[src/rtl/wfi_arb_pkg.sv]
package wfi_arb_pkg;

    typedef enum logic [1:0] {
        ACT_RETIRE = 2'd0,
        ACT_SLEEP  = 2'd1,
        ACT_TRAP   = 2'd2
    } wfi_act_e;

    typedef enum logic [1:0] {
        SRC_NONE    = 2'd0,
        SRC_IRQ     = 2'd1,
        SRC_FETCH   = 2'd2,
        SRC_ILLEGAL = 2'd3
    } trap_src_e;

    typedef struct packed {
        wfi_act_e  act;
        trap_src_e src;
    } wfi_verdict_t;

    localparam int unsigned CAUSE_FETCH_FAULT = 1;
    localparam int unsigned CAUSE_ILLEGAL     = 2;
    localparam int unsigned WFI_BYTES         = 4;

    // Interrupts may be taken in user mode regardless of the global enable.
    function automatic logic irq_allowed(input logic user, input logic glob_en);
        return user | glob_en;
    endfunction

endpackage

[src/rtl/wfi_irq_pick.sv]
module wfi_irq_pick #(
    parameter int unsigned NIRQ = 16,
    localparam int unsigned IDXW = (NIRQ > 1) ? $clog2(NIRQ) : 1
) (
    input  logic [NIRQ-1:0] en_i,
    input  logic [NIRQ-1:0] pend_i,
    output logic            any_o,
    output logic [IDXW-1:0] idx_o
);
    logic [NIRQ-1:0] live;

    assign live  = en_i & pend_i;
    assign any_o = |live;

    // Highest-numbered live line wins.
    always_comb begin
        idx_o = '0;
        for (int i = 0; i < int'(NIRQ); i++) begin
            if (live[i]) idx_o = IDXW'(i);
        end
    end
endmodule

[src/rtl/wfi_verdict.sv]
module wfi_verdict
    import wfi_arb_pkg::*;
(
    input  logic         user_i,
    input  logic         tw_i,
    input  logic         glob_en_i,
    input  logic         x_ok_i,
    input  logic         irq_any_i,
    output logic         irq_take_o,
    output wfi_verdict_t verdict_o
);
    assign irq_take_o = irq_any_i & irq_allowed(user_i, glob_en_i);

    always_comb begin
        if (irq_take_o) begin
            verdict_o = '{act: ACT_TRAP, src: SRC_IRQ};
        end else if (!x_ok_i) begin
            verdict_o = '{act: ACT_TRAP, src: SRC_FETCH};
        end else if (user_i && tw_i) begin
            verdict_o = '{act: ACT_TRAP, src: SRC_ILLEGAL};
        end else if (irq_any_i) begin
            verdict_o = '{act: ACT_RETIRE, src: SRC_NONE};
        end else begin
            verdict_o = '{act: ACT_SLEEP, src: SRC_NONE};
        end
    end
endmodule

[src/rtl/wfi_arbiter.sv]
module wfi_arbiter
    import wfi_arb_pkg::*;
#(
    parameter int unsigned XLEN = 32,
    parameter int unsigned NIRQ = 16
) (
    input  logic            clk_i,
    input  logic            rst_i,
    input  logic            wfi_valid_i,
    input  logic [XLEN-1:0] wfi_pc_i,
    input  logic            priv_user_i,
    input  logic            mstatus_tw_i,
    input  logic            mstatus_mie_i,
    input  logic            fetch_x_ok_i,
    input  logic [NIRQ-1:0] mie_i,
    input  logic [NIRQ-1:0] mip_i,
    output logic            retire_o,
    output logic            trap_o,
    output logic [XLEN-1:0] trap_cause_o,
    output logic [XLEN-1:0] target_pc_o,
    output logic            sleep_o,
    output logic            wake_o
);
    localparam int unsigned IDXW = (NIRQ > 1) ? $clog2(NIRQ) : 1;

    logic            irq_any;
    logic [IDXW-1:0] irq_idx;
    logic            irq_take;
    wfi_verdict_t    verdict;
    logic [XLEN-1:0] held_pc_q;
    logic [XLEN-1:0] irq_cause;

    wfi_irq_pick #(.NIRQ(NIRQ)) u_pick (
        .en_i   (mie_i),
        .pend_i (mip_i),
        .any_o  (irq_any),
        .idx_o  (irq_idx)
    );

    wfi_verdict u_verdict (
        .user_i     (priv_user_i),
        .tw_i       (mstatus_tw_i),
        .glob_en_i  (mstatus_mie_i),
        .x_ok_i     (fetch_x_ok_i),
        .irq_any_i  (irq_any),
        .irq_take_o (irq_take),
        .verdict_o  (verdict)
    );

    always_comb begin
        irq_cause             = '0;
        irq_cause[IDXW-1:0]   = irq_idx;
        irq_cause[XLEN-1]     = 1'b1;
    end

    always_ff @(posedge clk_i) begin
        if (rst_i) begin
            retire_o     <= 1'b0;
            trap_o       <= 1'b0;
            wake_o       <= 1'b0;
            sleep_o      <= 1'b0;
            trap_cause_o <= '0;
            target_pc_o  <= '0;
            held_pc_q    <= '0;
        end else begin
            retire_o <= 1'b0;
            trap_o   <= 1'b0;
            wake_o   <= 1'b0;
            if (sleep_o) begin
                if (irq_any) begin
                    sleep_o     <= 1'b0;
                    wake_o      <= 1'b1;
                    target_pc_o <= held_pc_q + XLEN'(WFI_BYTES);
                    if (irq_take) begin
                        trap_o       <= 1'b1;
                        trap_cause_o <= irq_cause;
                    end else begin
                        retire_o <= 1'b1;
                    end
                end
            end else if (wfi_valid_i) begin
                unique case (verdict.act)
                    ACT_RETIRE: begin
                        retire_o    <= 1'b1;
                        target_pc_o <= wfi_pc_i + XLEN'(WFI_BYTES);
                    end
                    ACT_SLEEP: begin
                        sleep_o   <= 1'b1;
                        held_pc_q <= wfi_pc_i;
                    end
                    default: begin
                        trap_o      <= 1'b1;
                        target_pc_o <= wfi_pc_i;
                        unique case (verdict.src)
                            SRC_IRQ:   trap_cause_o <= irq_cause;
                            SRC_FETCH: trap_cause_o <= XLEN'(CAUSE_FETCH_FAULT);
                            default:   trap_cause_o <= XLEN'(CAUSE_ILLEGAL);
                        endcase
                    end
                endcase
            end
        end
    end
endmodule

[config.mk]
export PLATFORM = sky130hd
export DESIGN_NAME = wfi_arbiter
export DESIGN_NICKNAME = d
export VERILOG_FILES = /design/src/rtl/wfi_arb_pkg.sv /design/src/rtl/wfi_irq_pick.sv /design/src/rtl/wfi_verdict.sv /design/src/rtl/wfi_arbiter.sv
export SDC_FILE = /design/constraint.sdc
export NUM_CORES = 1
export LEC_CHECK = 0
export ABC_AREA = 1
export CAP_MARGIN = 20
export CORE_UTILIZATION = 35
export DETAILED_ROUTE_END_ITERATION = 10
export HOLD_SLACK_MARGIN = 0.1
export PLACE_DENSITY = 0.67
export SYNTH_ARGS = -nofsm -noshare
export SYNTH_HDL_FRONTEND = slang
export SYNTH_SLANG_ARGS = --single-unit
[constraint.sdc]
create_clock -name clk_i -period 2.3 [get_ports clk_i]
set_clock_uncertainty 0.1 [all_clocks]
set_input_delay 0.345 -clock clk_i [delete_from_list [all_inputs] [get_ports clk_i]]
set_output_delay 0.345 -clock clk_i [all_outputs]
set_load 0.01 [all_outputs]
==> results of run 1 <==
cell type report:
cell class | count | area (sq um) | share of cell area (%)
clock buffer | 12 | 256 | 3.65
clock inverter | 4 | 27.5 | 0.392
inverter | 58 | 220 | 3.13
multi-input combinational | 570 | 2960 | 42.1
sequential | 73 | 1460 | 20.8
tap | 176 | 220 | 3.13
timing repair buffer | 203 | 1880 | 26.8
stage by stage:
stage	setup TNS (ps)	instance area [sq um]	power [W]
after floorplan	0	4950	0.00167
after detailed placement	-541	6680	0.00203
after global placement	-502	6680	0.00203
final	0	7030	0.00337
after CTS	0	6960	0.00338
after global routing	-24.1	7030	0.00351
power by group:
part           internal (W)  total [W]  switching [W]
clock network      0.000788    0.00136       0.000572
registers           0.00131    0.00134      0.0000251
logic              0.000346   0.000669       0.000323
total               0.00245    0.00337       0.000920
metal layers:
metal / routed length (um) / vias up / global-route usage, %
met5: 0 / - / 0
met4: 393 / 0 / 8.13
met3: 939 / 29 / 3.80
met2: 7560 / 194 / 36.7
met1: 7690 / 2493 / 31.9
li1: - / 2774 / -
flip-flops by register name, summed over array words and instances, names as in the netlist:
register and cells:
held_pc_q 32, retire_o 1, sleep_o 1, target_pc_o 32, trap_cause_o 5, trap_o 1
wake_o 1
layout by cell type, fill, tap and decap left out, types with 19 or more instances in the layout:
| master | instances |
|---|---|
| sky130_fd_sc_hd__dfxtp_1 | 71 |
| sky130_fd_sc_hd__conb_1 | 27 |
| sky130_fd_sc_hd__buf_4 | 85 |
| sky130_fd_sc_hd__nand3_1 | 37 |
| sky130_fd_sc_hd__o21ai_0 | 69 |
| sky130_fd_sc_hd__clkdlybuf4s50_1 | 111 |
| sky130_fd_sc_hd__xor2_1 | 19 |
| sky130_fd_sc_hd__a21oi_1 | 82 |
| sky130_fd_sc_hd__nor3_1 | 23 |
| sky130_fd_sc_hd__nand4_1 | 24 |
| sky130_fd_sc_hd__nand2_1 | 147 |
| sky130_fd_sc_hd__inv_1 | 49 |
| sky130_fd_sc_hd__nor2_1 | 61 |
timing repair:
action	4_1_cts	5_1_grt
endpoints found under the setup margin	0	3
hold buffers	0	0
setup buffers	0	5
resized for setup	0	7
final timing paths:
check / end / cells after the start / slack, ps
max reg2reg: target_pc_o[26] / 12 / 130
max: target_pc_o[26] / 12 / 130
min reg2reg: target_pc_o[15] / 2 / 370
min: target_pc_o[15] / 2 / 370
cells by family (layout without fill, tap and decap cells):
family          after synthesis  in the layout  share of synthesized area, %
xor+xnor                     35             35                          6.32
fa+ha+maj                     2              2                         0.516
other cells                   1             27                        0.0773
compound gates              176            176                          19.1
buf+inv                     116            277                          11.4
simple gates                330            330                          32.5
flops                        73             73                          30.1
critical path, delay by kind of cell, from the launching register on:
| kind | cells | cell delay, ps |
|---|---|---|
| buffers and inverters | 2 | 290 |
| flip-flops | 1 | 360 |
| XOR/XNOR | 1 | 200 |
| adder cells (fa/ha/maj) | 1 | 140 |
| AO/OA/AOI/OAI | 2 | 230 |
| AND/OR/NAND/NOR | 6 | 790 |
==> impl_metrics.yaml, run 1 <==
status:
  outcome: "complete, no violations"
clock_tree:
  h-tree-depth: 3
  clock_path_buffers: 2
  worst_setup_hold_path_clk_slew_ps: 60
  root_buffer: "sky130_fd_sc_hd__clkbuf_16"
  clock_latency_of_the_later_clocked_register_in_the_worst_skew_pair_ps: 350
  cts_buf_count: 9
  clkSinkCount: 73
  cts_tree: "done"
floorplan:
  chipHeight_um: 120
  floorplan.initialDensity_pct: 36.2
  floorplan.die_area_sq_mm: 0.0143
  placementRows: 42
  total_core_area_sq_mm: 0.0134
  io_pins: 139
  die_x_extent_um: 120
power:
  cellPowerDensity_mw_per_mm2: 479
  ir_drop_mv: 0.350
  leakage_nw: 2.93
finish:
  fin_nets: 988
  final_util_pct: 52.4
  filler_instances: 1323
  areaGrowthSynthToFinish_pct: 44.8
  share_of_final_layout_standard_cells_stronger_than_drive_strength_1_pct: 17.1
  antennaDiodeCount: 0
  instances_no_fill: 1096
routing:
  remaining_drc_errors: 0
  postRouteWirelength_mm: 16.6
  first_iter_violations: 428
  antenna_violating_nets_post_route: 0
  vias: 5490
  vias_per_cell: 5.01
  wl_per_cell_um: 15.1
  drt_pre_antenna_iters: 5
grt:
  grt_first_pass_wirelength_mm: 25.9
  maximum_number_of_pins_on_one_net_before_global_route_repair: 59
  global_route.usage.total_pct: 23.3
  number_of_antenna_violations_at_the_first_check_in_global_routing: 0
  first_global_vias: 4979
  globalRouteOverflowTotal: 0
yosys:
  yosys.area.top_type: "sky130_fd_sc_hd__dfxtp_1"
  synth-edff-count: 0
  synth_largest_type_area_fraction_pct: 30.1
  synthCells: 733
  mapped_avg_cell_area_sq_um: 6.62
  synth.distinct_cells: 41
  synth_seq_cells: 73
  synth-warning-count: 0
  synthArstFlopShare_pct: 0
  netlist_area_sq_mm: 0.00485
  synth_flop_cell: "sky130_fd_sc_hd__dfxtp_1"
  synthTopCellsByArea: "sky130_fd_sc_hd__dfxtp_1 (30%), sky130_fd_sc_hd__nand2_1 (11%), sky130_fd_sc_hd__a21oi_1 (8.5%), sky130_fd_sc_hd__o21ai_0 (7.1%), sky130_fd_sc_hd__nor2_1 (4.7%)"
  synth_commonest_cells: "sky130_fd_sc_hd__nand2_1 (148), sky130_fd_sc_hd__a21oi_1 (82), sky130_fd_sc_hd__dfxtp_1 (73), sky130_fd_sc_hd__o21ai_0 (69), sky130_fd_sc_hd__nor2_1 (61)"
  yosys.cell_count.top_type: "sky130_fd_sc_hd__nand2_1"
  synth.yosys.seq_area_share_pct: 30.1
worst_setup_path:
  cp.arrival_ps: 2350
  crit_path_category: "flip-flop to flip-flop"
  cp_data_required_time_ps: 2480
  crit_path_start_kind: "flip-flop"
  worstReg2RegStart: "held_pc_q[2]"
  path_max_fanout: 4
  cell_with_the_biggest_individual_delay_on_the_critical_path: "sky130_fd_sc_hd__dfxtp_2"
  worstSetupStartpoint: "held_pc_q[2]"
  cp_cell_sequence: "ha_4 > nand2_2 > nor2_4 > nand3_4 > nor3_4 > buf_6 > buf_4 > nand3b_4 > nor3_2 > xor2_1 > a21oi_1 > a21oi_1"
  endpoint_kind: "flip-flop"
  max_stage_delay_ps: 360
  critical_path.most_common_cell: "sky130_fd_sc_hd__a21oi_1"
timing:
  holdWs_ps: 366
  final_hold_viol_count: 0
  report.final.slew_viol_count: 0
  setup_viol: 0
  finalCritPeriodShare_pct: 94.5
  max_clock_freq_mhz: 460
  final.min_clock_period_ps: 2170
  timing.final.ws_setup_ps: 126
placement:
  gp_congestion: 0.949
  port_buffers: 111
  dpl.cell_count: 1075
  post-place-ws_ps: -136
  post-dp-hpwl_mm: 12.6
worst_hold_path:
  min-delay-path-class: "flip-flop to flip-flop"
  timing.hold.worst.start: "target_pc_o[15]"
job:
  max_cap_violations: 0
Power figures use the tool's default switching activity.
==> run 2: changes to the inputs <==
--- a/config.mk
+++ b/config.mk
@@ -7,10 +7,11 @@
 export LEC_CHECK = 0
 export ABC_AREA = 1
 export CAP_MARGIN = 20
-export CORE_UTILIZATION = 35
+export CORE_MARGIN = 2
+export CORE_UTILIZATION = 49
 export DETAILED_ROUTE_END_ITERATION = 10
 export HOLD_SLACK_MARGIN = 0.1
-export PLACE_DENSITY = 0.67
+export PLACE_DENSITY = 0.87
 export SYNTH_ARGS = -nofsm -noshare
 export SYNTH_HDL_FRONTEND = slang
 export SYNTH_SLANG_ARGS = --single-unit
==> run 2 against run 1 <==
Against the previous run: clock power is 16% lower; first-iteration DRC count rose by 4.2%; fmax fell by 2.5%; register-to-register slack got worse by 60 ps; non-clock buffer count decreased by 15; sequential cell count stayed put; largest cell class unchanged.
==> impl_metrics.yaml, run 2 (synthesized netlist as in run 1, its figures left out) <==
timing:
  setup_viol: 0
  timing.max_slew.rel_slack_pct: 59.5
  worst_pin_slew_ps: 603
  final_hold_viol_count: 0
  timing.final.ws_setup_ps: 70.7
  finalCritPeriodShare_pct: 96.9
  final.min_clock_period_ps: 2230
  report.final.slew_viol_count: 0
  max_clock_freq_mhz: 449
clock_tree:
  clkSinkCount: 73
  root_buffer: "sky130_fd_sc_hd__clkbuf_8"
  cts_buf_count: 9
  clock_latency_of_the_later_clocked_register_in_the_worst_skew_pair_ps: 360
  worst_setup_hold_path_clk_slew_ps: 80
  h-tree-depth: 3
  post_cts_hold_buffer_count: 0
  cts_tree: "done"
  clock_path_buffers: 2
placement:
  post-place-ws_ps: -112
  port_buffers: 111
  dpl.cell_count: 1013
  post-dp-hpwl_mm: 11.8
  gp_congestion: 0.961
job:
  max_cap_violations: 0
grt:
  grt_first_pass_wirelength_mm: 25.6
  maximum_number_of_pins_on_one_net_before_global_route_repair: 59
  first_global_vias: 5237
  globalRouteOverflowTotal: 0
  number_of_antenna_violations_at_the_first_check_in_global_routing: 0
  global_route.usage.total_pct: 29.0
worst_setup_path:
  crit_path_start_kind: "flip-flop"
  endpoint_kind: "flip-flop"
  cp.arrival_ps: 2370
  worst-r2r-setup-slack_ps: 70
  cp_data_required_time_ps: 2440
  path_max_fanout: 4
  crit_path_category: "flip-flop to flip-flop"
finish:
  share_of_final_layout_standard_cells_stronger_than_drive_strength_1_pct: 15.8
  filler_instances: 775
  fin_nets: 973
  mostFrequentLayoutCell: "sky130_fd_sc_hd__nand2_1"
  top_regs: "held_pc_q (32), target_pc_o (32), trap_cause_o (5)"
  mostFrequentLayoutCells: "sky130_fd_sc_hd__nand2_1 (147), sky130_fd_sc_hd__clkdlybuf4s50_1 (111), sky130_fd_sc_hd__a21oi_1 (82)"
  instances_no_fill: 1038
  areaGrowthSynthToFinish_pct: 40.0
  antennaDiodeCount: 0
floorplan:
  chipHeight_um: 104
  total_core_area_sq_mm: 0.00968
  placementRows: 36
  io_pins: 139
  floorplan.die_area_sq_mm: 0.0107
  die_x_extent_um: 104
  floorplan.initialDensity_pct: 50.1
status:
  outcome: "complete, no violations"
routing:
  first_iter_violations: 446
  drt_pre_antenna_iters: 5
  vias: 5707
  postRouteWirelength_mm: 16.1
  vias_per_cell: 5.50
  wl_per_cell_um: 15.5
  antenna_violating_nets_post_route: 0
  remaining_drc_errors: 0
power:
  leakage_nw: 2.84
  p_clk_share_pct: 36.3
  power_report.internal_total_w: 0.00226
  ir_drop_mv: 0.353
  power.share.combinational_pct: 20.9
  sequentialPowerShare_pct: 42.8
  cellPowerDensity_mw_per_mm2: 460
  total_switching_power_w: 0.000870
  switching_power_as_a_share_of_total_power_pct: 27.8
worst_hold_path:
  min-delay-path-class: "flip-flop to flip-flop"
## run 2: changes by cell type in the layout (fill, tap and decap cells not counted), sizes merged
cell and delta:
buf -15, bufinv +2, clkbuf -2, clkinv +1, clkinvlp -1
## run 2: path summary, 6_finish.rpt
check                  start         endpoint  cells after the start
max             held_pc_q[2]  target_pc_o[30]                     14
min          trap_cause_o[2]  trap_cause_o[2]                      2
max reg2reg     held_pc_q[2]  target_pc_o[30]                     14
min reg2reg  trap_cause_o[2]  trap_cause_o[2]                      2
## run 2: timing repair
action / CTS / global route
gates resized for setup: 2 / 8
endpoints found under the setup margin: 1 / 8
pin swaps: 1 / 5
setup buffers: 1 / 8
## run 2: layout make-up
| cell class | count | area [sq um] | share of cell area, % |
|---|---|---|---|
| Multi-Input combinational cell | 570 | 2980 | 43.8 |
| Sequential cell | 73 | 1460 | 21.6 |
| Inverter | 58 | 220 | 3.24 |
| Clock buffer | 10 | 128 | 1.88 |
| Clock inverter | 6 | 92.6 | 1.36 |
| Timing Repair Buffer | 188 | 1740 | 25.7 |
| Tap cell | 133 | 166 | 2.45 |
## run 2: critical path: stages (launching register included)
cell and delay (ps):
sky130_fd_sc_hd__dfxtp_2 370, sky130_fd_sc_hd__ha_4 160, sky130_fd_sc_hd__nand2_4 70, sky130_fd_sc_hd__nor2_4 150, sky130_fd_sc_hd__nand3_4 110, sky130_fd_sc_hd__nor3_4 240, sky130_fd_sc_hd__buf_6 150, sky130_fd_sc_hd__inv_2 40
sky130_fd_sc_hd__nor2_4 160, sky130_fd_sc_hd__nand2_4 100, sky130_fd_sc_hd__xor2_4 200, sky130_fd_sc_hd__o21ai_2 110, sky130_fd_sc_hd__inv_1 40, sky130_fd_sc_hd__nand2_1 50, sky130_fd_sc_hd__a21oi_1 50
## run 2: stage by stage
stage / total power (W) / area, sq um / TNS, ps / util, % / hold WS (ps)
3_5_place_dp: 0.00200 / 6450 / -927 / 66.6 / 355
2_1_floorplan: 0.00167 / 4950 / 0 / - / 341
6_report: 0.00313 / 6790 / 0 / 70.1 / 366
5_1_grt: 0.00324 / 6790 / -58.1 / 70.1 / 383
3_3_place_gp: 0.00199 / 6450 / -145 / 66.6 / 353
4_1_cts: 0.00312 / 6690 / 0 / 69.1 / 371
## run 2: layer usage
layer	share of wire [%]	vias to the layer above	routed length [um]	track usage, %
li1	-	2733	-	-
met1	41	2613	6650	37.8
met2	47	319	7570	47.4
met3	8.9	42	1430	6.17
met4	2.7	0	432	10.9
met5	0	-	0	0
## run 2: power by group through the flow
stage | sequential [W] | combinational [W] | clock (W)
floorplan | 0.00139 | 0.000280 | 0
global placement | 0.00137 | 0.000628 | 0
detailed placement | 0.00137 | 0.000637 | 0
CTS | 0.00134 | 0.000644 | 0.00114
global route | 0.00134 | 0.000706 | 0.00119
finish | 0.00134 | 0.000654 | 0.00114
